--- src/rtl/adc_trig_pkg.sv ---
package adc_trig_pkg;

    localparam int unsigned SEL_W   = 3;
    localparam int unsigned SRC_NUM = 6;

    typedef enum logic [SEL_W-1:0] {
        SRC_FREE = 3'd0,
        SRC_ACMP = 3'd1,
        SRC_EXT0 = 3'd2,
        SRC_CMPA = 3'd3,
        SRC_OVF  = 3'd4,
        SRC_CMPB = 3'd5,
        SRC_PCHG = 3'd6,
        SRC_NONE = 3'd7
    } src_code_e;

    typedef enum logic {
        LV_LOW  = 1'b0,
        LV_HIGH = 1'b1
    } lvl_state_e;

endpackage

--- src/rtl/adc_trig_mux.sv ---
module adc_trig_mux #(
    parameter int unsigned NUM_SRC = 6,
    parameter int unsigned SEL_W   = 3
) (
    input  logic [SEL_W-1:0]   sel_i,
    input  logic               done_i,
    input  logic [NUM_SRC-1:0] flags_i,
    output logic               level_o
);
    localparam int unsigned NUM_CODES = 2 ** SEL_W;

    logic [NUM_CODES-1:0] cand;

    // code 0 = conversion complete, codes 1..NUM_SRC = peripherals, rest = none
    assign cand[0] = done_i;
    for (genvar g = 1; g < NUM_CODES; g++) begin : g_cand
        if (g <= NUM_SRC) begin : g_src
            assign cand[g] = flags_i[g-1];
        end else begin : g_none
            assign cand[g] = 1'b0;
        end
    end

    assign level_o = cand[sel_i];

    if (NUM_SRC + 1 < NUM_CODES) begin : g_chk_none
        always_comb begin
            // the all-ones code never yields a high level
            a_r2_none_quiet: assert (sel_i != {SEL_W{1'b1}} || !level_o);
        end
    end

endmodule

--- src/rtl/adc_trig_edge.sv ---
module adc_trig_edge
    import adc_trig_pkg::*;
#(
    parameter int unsigned SEL_W = 3
) (
    input  logic             clk,
    input  logic             rst_n,
    input  logic [SEL_W-1:0] sel_i,
    input  logic             level_i,
    input  logic             done_i,
    input  logic             auto_en_i,
    input  logic             adc_en_i,
    output logic             start_o,
    output logic             trig_level_o
);
    lvl_state_e       state_q, state_d;
    logic [SEL_W-1:0] sel_q;
    logic             enter_free;
    logic             start_d;

    assign enter_free = (sel_i == SEL_W'(SRC_FREE)) && (sel_q != SEL_W'(SRC_FREE));

    // next-state logic
    always_comb begin
        state_d = state_q;
        if (enter_free) begin
            state_d = done_i ? LV_HIGH : LV_LOW;
        end else begin
            unique case (state_q)
                LV_LOW:  if (level_i)  state_d = LV_HIGH;
                LV_HIGH: if (!level_i) state_d = LV_LOW;
            endcase
        end
    end

    // pulse decision
    always_comb begin
        start_d = 1'b0;
        unique case (state_q)
            LV_LOW:  start_d = level_i && auto_en_i && adc_en_i && !enter_free;
            LV_HIGH: start_d = 1'b0;
        endcase
    end

    // state register
    always_ff @(posedge clk or negedge rst_n) begin
        if (!rst_n) begin
            state_q <= LV_LOW;
            sel_q   <= SEL_W'(SRC_FREE);
        end else begin
            state_q <= state_d;
            sel_q   <= sel_i;
        end
    end

    // output register
    always_ff @(posedge clk or negedge rst_n) begin
        if (!rst_n) begin
            start_o <= 1'b0;
        end else begin
            start_o <= start_d;
        end
    end

    assign trig_level_o = (state_q == LV_HIGH);

    a_r3_single_pulse: assert property (@(posedge clk) disable iff (!rst_n)
        start_o |=> !start_o);
    a_r3_rising_only: assert property (@(posedge clk) disable iff (!rst_n)
        start_o |-> (trig_level_o && !$past(trig_level_o)));
    a_r4_auto_gate: assert property (@(posedge clk) disable iff (!rst_n)
        !auto_en_i |=> !start_o);
    a_r5_adc_gate: assert property (@(posedge clk) disable iff (!rst_n)
        !adc_en_i |=> !start_o);
    a_r7_free_entry: assert property (@(posedge clk) disable iff (!rst_n)
        enter_free |=> !start_o);
    a_r9_level_track: assert property (@(posedge clk) disable iff (!rst_n)
        !enter_free |=> (trig_level_o == $past(level_i)));

endmodule

--- src/rtl/adc_trig_sel.sv ---
module adc_trig_sel
    import adc_trig_pkg::*;
#(
    parameter int unsigned NUM_SRC = adc_trig_pkg::SRC_NUM,
    parameter int unsigned SEL_W   = adc_trig_pkg::SEL_W
) (
    input  logic               clk,
    input  logic               rst_n,
    input  logic [SEL_W-1:0]   src_sel_i,
    input  logic               auto_en_i,
    input  logic               adc_en_i,
    input  logic               conv_done_i,
    input  logic [NUM_SRC-1:0] src_flags_i,
    output logic               start_o,
    output logic               trig_level_o
);
    logic sel_level;

    adc_trig_mux #(
        .NUM_SRC (NUM_SRC),
        .SEL_W   (SEL_W)
    ) u_mux (
        .sel_i   (src_sel_i),
        .done_i  (conv_done_i),
        .flags_i (src_flags_i),
        .level_o (sel_level)
    );

    adc_trig_edge #(
        .SEL_W (SEL_W)
    ) u_edge (
        .clk          (clk),
        .rst_n        (rst_n),
        .sel_i        (src_sel_i),
        .level_i      (sel_level),
        .done_i       (conv_done_i),
        .auto_en_i    (auto_en_i),
        .adc_en_i     (adc_en_i),
        .start_o      (start_o),
        .trig_level_o (trig_level_o)
    );

    a_r10_reset_quiet: assert property (@(posedge clk)
        !rst_n |=> (!start_o && !trig_level_o) || rst_n);

endmodule

--- config.mk ---
export PLATFORM = sky130hd
export DESIGN_NAME = adc_trig_sel
export DESIGN_NICKNAME = d
export VERILOG_FILES = /design/src/rtl/adc_trig_pkg.sv /design/src/rtl/adc_trig_mux.sv /design/src/rtl/adc_trig_edge.sv /design/src/rtl/adc_trig_sel.sv
export SDC_FILE = /design/constraint.sdc
export NUM_CORES = 1
export LEC_CHECK = 0
export BUFFER_PORTS_ARGS = -buffer_cell sky130_fd_sc_hd__buf_4
export CORE_AREA = 2 2 39 41
export DETAILED_ROUTE_END_ITERATION = 6
export DIE_AREA = 0 0 41 43
export PLACE_DENSITY = 0.51
export SYNTH_ARGS = -nofsm -noshare
export SYNTH_HDL_FRONTEND = slang
export SYNTH_SLANG_ARGS = --single-unit
export TNS_END_PERCENT = 100
--- constraint.sdc ---
create_clock -name clk -period 1.3 [get_ports clk]
set_input_delay 0.195 -clock clk [delete_from_list [all_inputs] [get_ports clk]]
set_output_delay 0.195 -clock clk [all_outputs]
set_load 0.01 [all_outputs]
==> results.rst <==
.. list-table::
   :header-rows: 1

   * - Metric
     - Value
   * - Status
     - finished, final reports clean
   * - Gate count after technology mapping
     - 20
   * - Gp weighted congestion
     - 0.6234
   * - Data arrival time at the worst-slack endpoint
     - 1.33 ns
   * - Post-Synth XOR/XNOR Area
     - 0
   * - Remaining global-route overflow
     - 0
   * - Post-CTS Setup Bufs
     - 0
   * - Slew at the pin closest to its max-slew limit
     - 0.2392 ns
   * - DRT iter0 DRCs
     - 5
   * - Core box area
     - 1384 um2
   * - Final wirelength
     - 525 um
   * - # diodes
     - 0
   * - Relative contribution of combinational cells to total power
     - 0.174
   * - Final setup viols
     - 0
   * - Class of the tightest hold or removal check
     - input port to flip-flop
   * - Worst Hold Depth
     - 1
   * - Fraction of the yosys area taken by sequential cells
     - 0.5319
   * - Final Skew
     - 0.002312 ns
   * - Leading post-synthesis cells by cell area
     - dfrtp_1 (53%), mux2i_1 (13%), a211oi_2 (5.3%)
   * - Area leader, netlist
     - dfrtp_1
   * - Seq cells post-synth
     - 5
   * - Depth of the worst register-to-register path
     - 3
   * - Period Utilization, post-route
     - 0.8902
   * - Main combinational cell family by area after synthesis
     - simple AND/OR/NAND/NOR gates
   * - Adder-cell share of the synthesized area
     - 0
   * - TritonCTS clock tree
     - yes
   * - Flop-to-flop setup slack
     - 0.14 ns
   * - Wirelength per Cell
     - 9.545 um
   * - CTS sink count
     - 5
   * - Headroom to the max-slew limit
     - 0.8393
   * - Count of H-tree levels built during CTS
     - 1
   * - Net switching power figure
     - 0.00008650 W
   * - Die boundary height
     - 43 um
   * - Number of warnings reported in the yosys synthesis log
     - 0
   * - Initial cell density of the core
     - 0.1700
   * - Count of cell types in the netlist
     - 12
   * - P_leak
     - 0.1924 nW
   * - Syn Nets
     - 34
   * - Critical-path maximum fanout
     - 1
   * - Total negative setup slack
     - 0 ns
   * - Data required time of the worst path
     - 1.47 ns
   * - Total global-route track usage
     - 0.08190
   * - Max capacitance violation total
     - 0
   * - Vias per Instance
     - 4.073
   * - Worst Setup End Kind
     - flip-flop
   * - Clock transition at path regs
     - 0.04 ns
   * - DRC violations left
     - 0
   * - Number of buffers on the longest clock path
     - 2
   * - Compound-Gate Fraction of Synth Area
     - 0.09043
   * - Sequential Power Share
     - 0.410
   * - Reg-to-Reg End
     - u_edge.start_o
   * - Final number of max-transition violations
     - 0
   * - End point of the worst hold path
     - u_edge.sel_q[2]
   * - Power share of the clock group
     - 0.416
   * - Timing-limited maximum frequency
     - 864.2 MHz
   * - Source-to-sink clock delay at the later pin of the worst-skew pair
     - 0.24 ns
   * - I/O Pins
     - 16
   * - Time the worst path needs with I/O delays and setup
     - 1.157 ns
   * - Switching fraction of total power
     - 0.2095
   * - Die Area
     - 1763 um2
   * - Detailed Routing Iterations Pass 1
     - 4
   * - Setup repair after global routing missed its margin
     - no
   * - Worst setup path class
     - flip-flop to flip-flop
   * - Number of routed nets with antenna violations
     - 0
   * - Syn_area_per_cell
     - 11.76 um2
   * - Cts bufs inserted
     - 3
   * - Mux cell area share after synthesis
     - 0.1277
   * - Simple-gate area share of the yosys netlist
     - 0.2287
   * - Number of antenna violations at the first check in global routing
     - 0
   * - Launching point of the worst reg2reg path
     - u_edge.sel_q[1]
   * - Nets
     - 54
   * - Yosys top cell area share
     - 0.5319
   * - Placement-stage worst setup slack
     - 0.1273 ns
   * - IR drop worst, VDD
     - 0.0002212 V
   * - Half-perimeter wire length after detailed placement
     - 427.1 um
   * - P per Cell Area
     - 1035 nW/um2
   * - First-pass GRT wire length
     - 841 um
   * - Type of origin of the critical path
     - flip-flop
   * - Post-route worst setup slack
     - 0.1428 ns
   * - Growth of design area from synthesis to finish
     - 69.68%
   * - Vias after detailed routing
     - 224
   * - Final hold violation count
     - 0
   * - # port buffers
     - 15
   * - Post-CTS sizing
     - 0
   * - Cell internal pwr
     - 0.0003265 W
   * - Share of final-layout standard cells stronger than drive strength 1
     - 0.5128
   * - Rows
     - 14
   * - Vias in the first global route
     - 206
   * - Pin count of the biggest net entering global routing
     - 7
   * - Critical hold path startpoint
     - src_sel_i[2]
   * - Width of the chip
     - 41 um
   * - Summed instance area of the synthesized netlist
     - 235.2 um2
   * - Clock root buffer
     - clkbuf_4
-- how the worst max path moves through the flow --
stage | start | endpoint | slack [ns] | cells after the start
6_report | u_edge.sel_q[1] | u_edge.start_o | 0.14 | 3
2_1_floorplan | u_edge.sel_q[1] | u_edge.start_o | 0.18 | 3
4_1_cts | u_edge.sel_q[1] | u_edge.start_o | 0.13 | 3
3_5_place_dp | u_edge.sel_q[1] | u_edge.start_o | 0.13 | 3
3_3_place_gp | u_edge.sel_q[1] | u_edge.start_o | 0.16 | 3
5_1_grt | u_edge.sel_q[1] | u_edge.start_o | 0.10 | 3
-- kinds of logic after synthesis --
logic type	count (synthesis)
compound gates	2
flops	5
simple gates	9
buf+inv	1
mux	3
-- cells in the mapped netlist --
master    instances
dfrtp_1           5
mux2i_1           3
nand2_1           3
a211oi_2          1
and3_1            1
and4_1            1
buf_2             1
nand3b_1          1
nor2_1            1
nor3_1            1
o221ai_1          1
or3_4             1
-- power groups by stage --
stage | logic (W) | clock network [W] | registers (W)
floorplan | 0.0000224 | 0 | 0.000174
global placement | 0.0000704 | 0 | 0.000172
detailed placement | 0.0000700 | 0 | 0.000172
CTS | 0.0000727 | 0.000181 | 0.000170
global route | 0.0000799 | 0.000195 | 0.000170
finish | 0.0000718 | 0.000172 | 0.000169
-- layout by cell type, fill, tap and decap left out --
cell	synthesis	layout
clkbuf_4	0	3
and3_1	1	1
nand3b_1	1	1
nand2_1	3	3
dlygate4sd3_1	0	1
a211oi_2	1	1
clkbuf_1	0	1
nor3_1	1	1
buf_4	0	15
dfrtp_1	5	5
or3_4	1	1
and4_1	1	1
o221ai_1	1	1
mux2i_1	3	3
nor2_1	1	1
-- critical path, cell delays in order, from the launching register on --
cell and delay [ns]:
dfrtp_1 0.35, or3_4 0.38, a211oi_2 0.17, and4_1 0.20
-- timing repair --
action	CTS	global route
setup endpoints to repair	0	0
hold buffers	1	0
hold endpoints to repair	5	0
-- through the flow --
| stage | total power (W) | hold WS [ns] | util | instances | cell area [um2] |
|---|---|---|---|---|---|
| 3_3_place_gp | 0.0002425 | -0.0001713 | 0.2622 | 50 | 362.8 |
| 5_1_grt | 0.0004449 | 0.09472 | 0.2884 | 55 | 399.1 |
| 3_5_place_dp | 0.0002417 | -0.001254 | 0.2622 | 50 | 362.8 |
| 4_1_cts | 0.0004230 | 0.09464 | 0.2884 | 55 | 399.1 |
| 6_report | 0.0004130 | 0.1045 | 0.2884 | 55 | 399.1 |
| 2_1_floorplan | 0.0001961 | -0.1006 | - | 20 | 235.2 |
-- layout make-up --
type                            instances  area (um2)
Fill cell                             150       984.7
Tap cell                               16       20.02
Clock buffer                            4       26.28
Multi-Input combinational cell         14       105.1
Sequential cell                         5       125.1
Timing Repair Buffer                   16       122.6
-- sequential cells by signal (all words and copies together) (netlist names) --
signal,count
u_edge.trig_level_o,1
u_edge.sel_q,3
u_edge.start_o,1
-- routing by layer --
| layer | vias up | track usage | wire length [um] |
|---|---|---|---|
| met5 | - | 0 | 0 |
| met4 | 0 | 0.1200 | 0 |
| met3 | 0 | 0.03665 | 76 |
| met2 | 15 | 0.08438 | 222 |
| met1 | 97 | 0.09539 | 225 |
| li1 | 112 | - | - |
(Power assumes the default switching activity.)
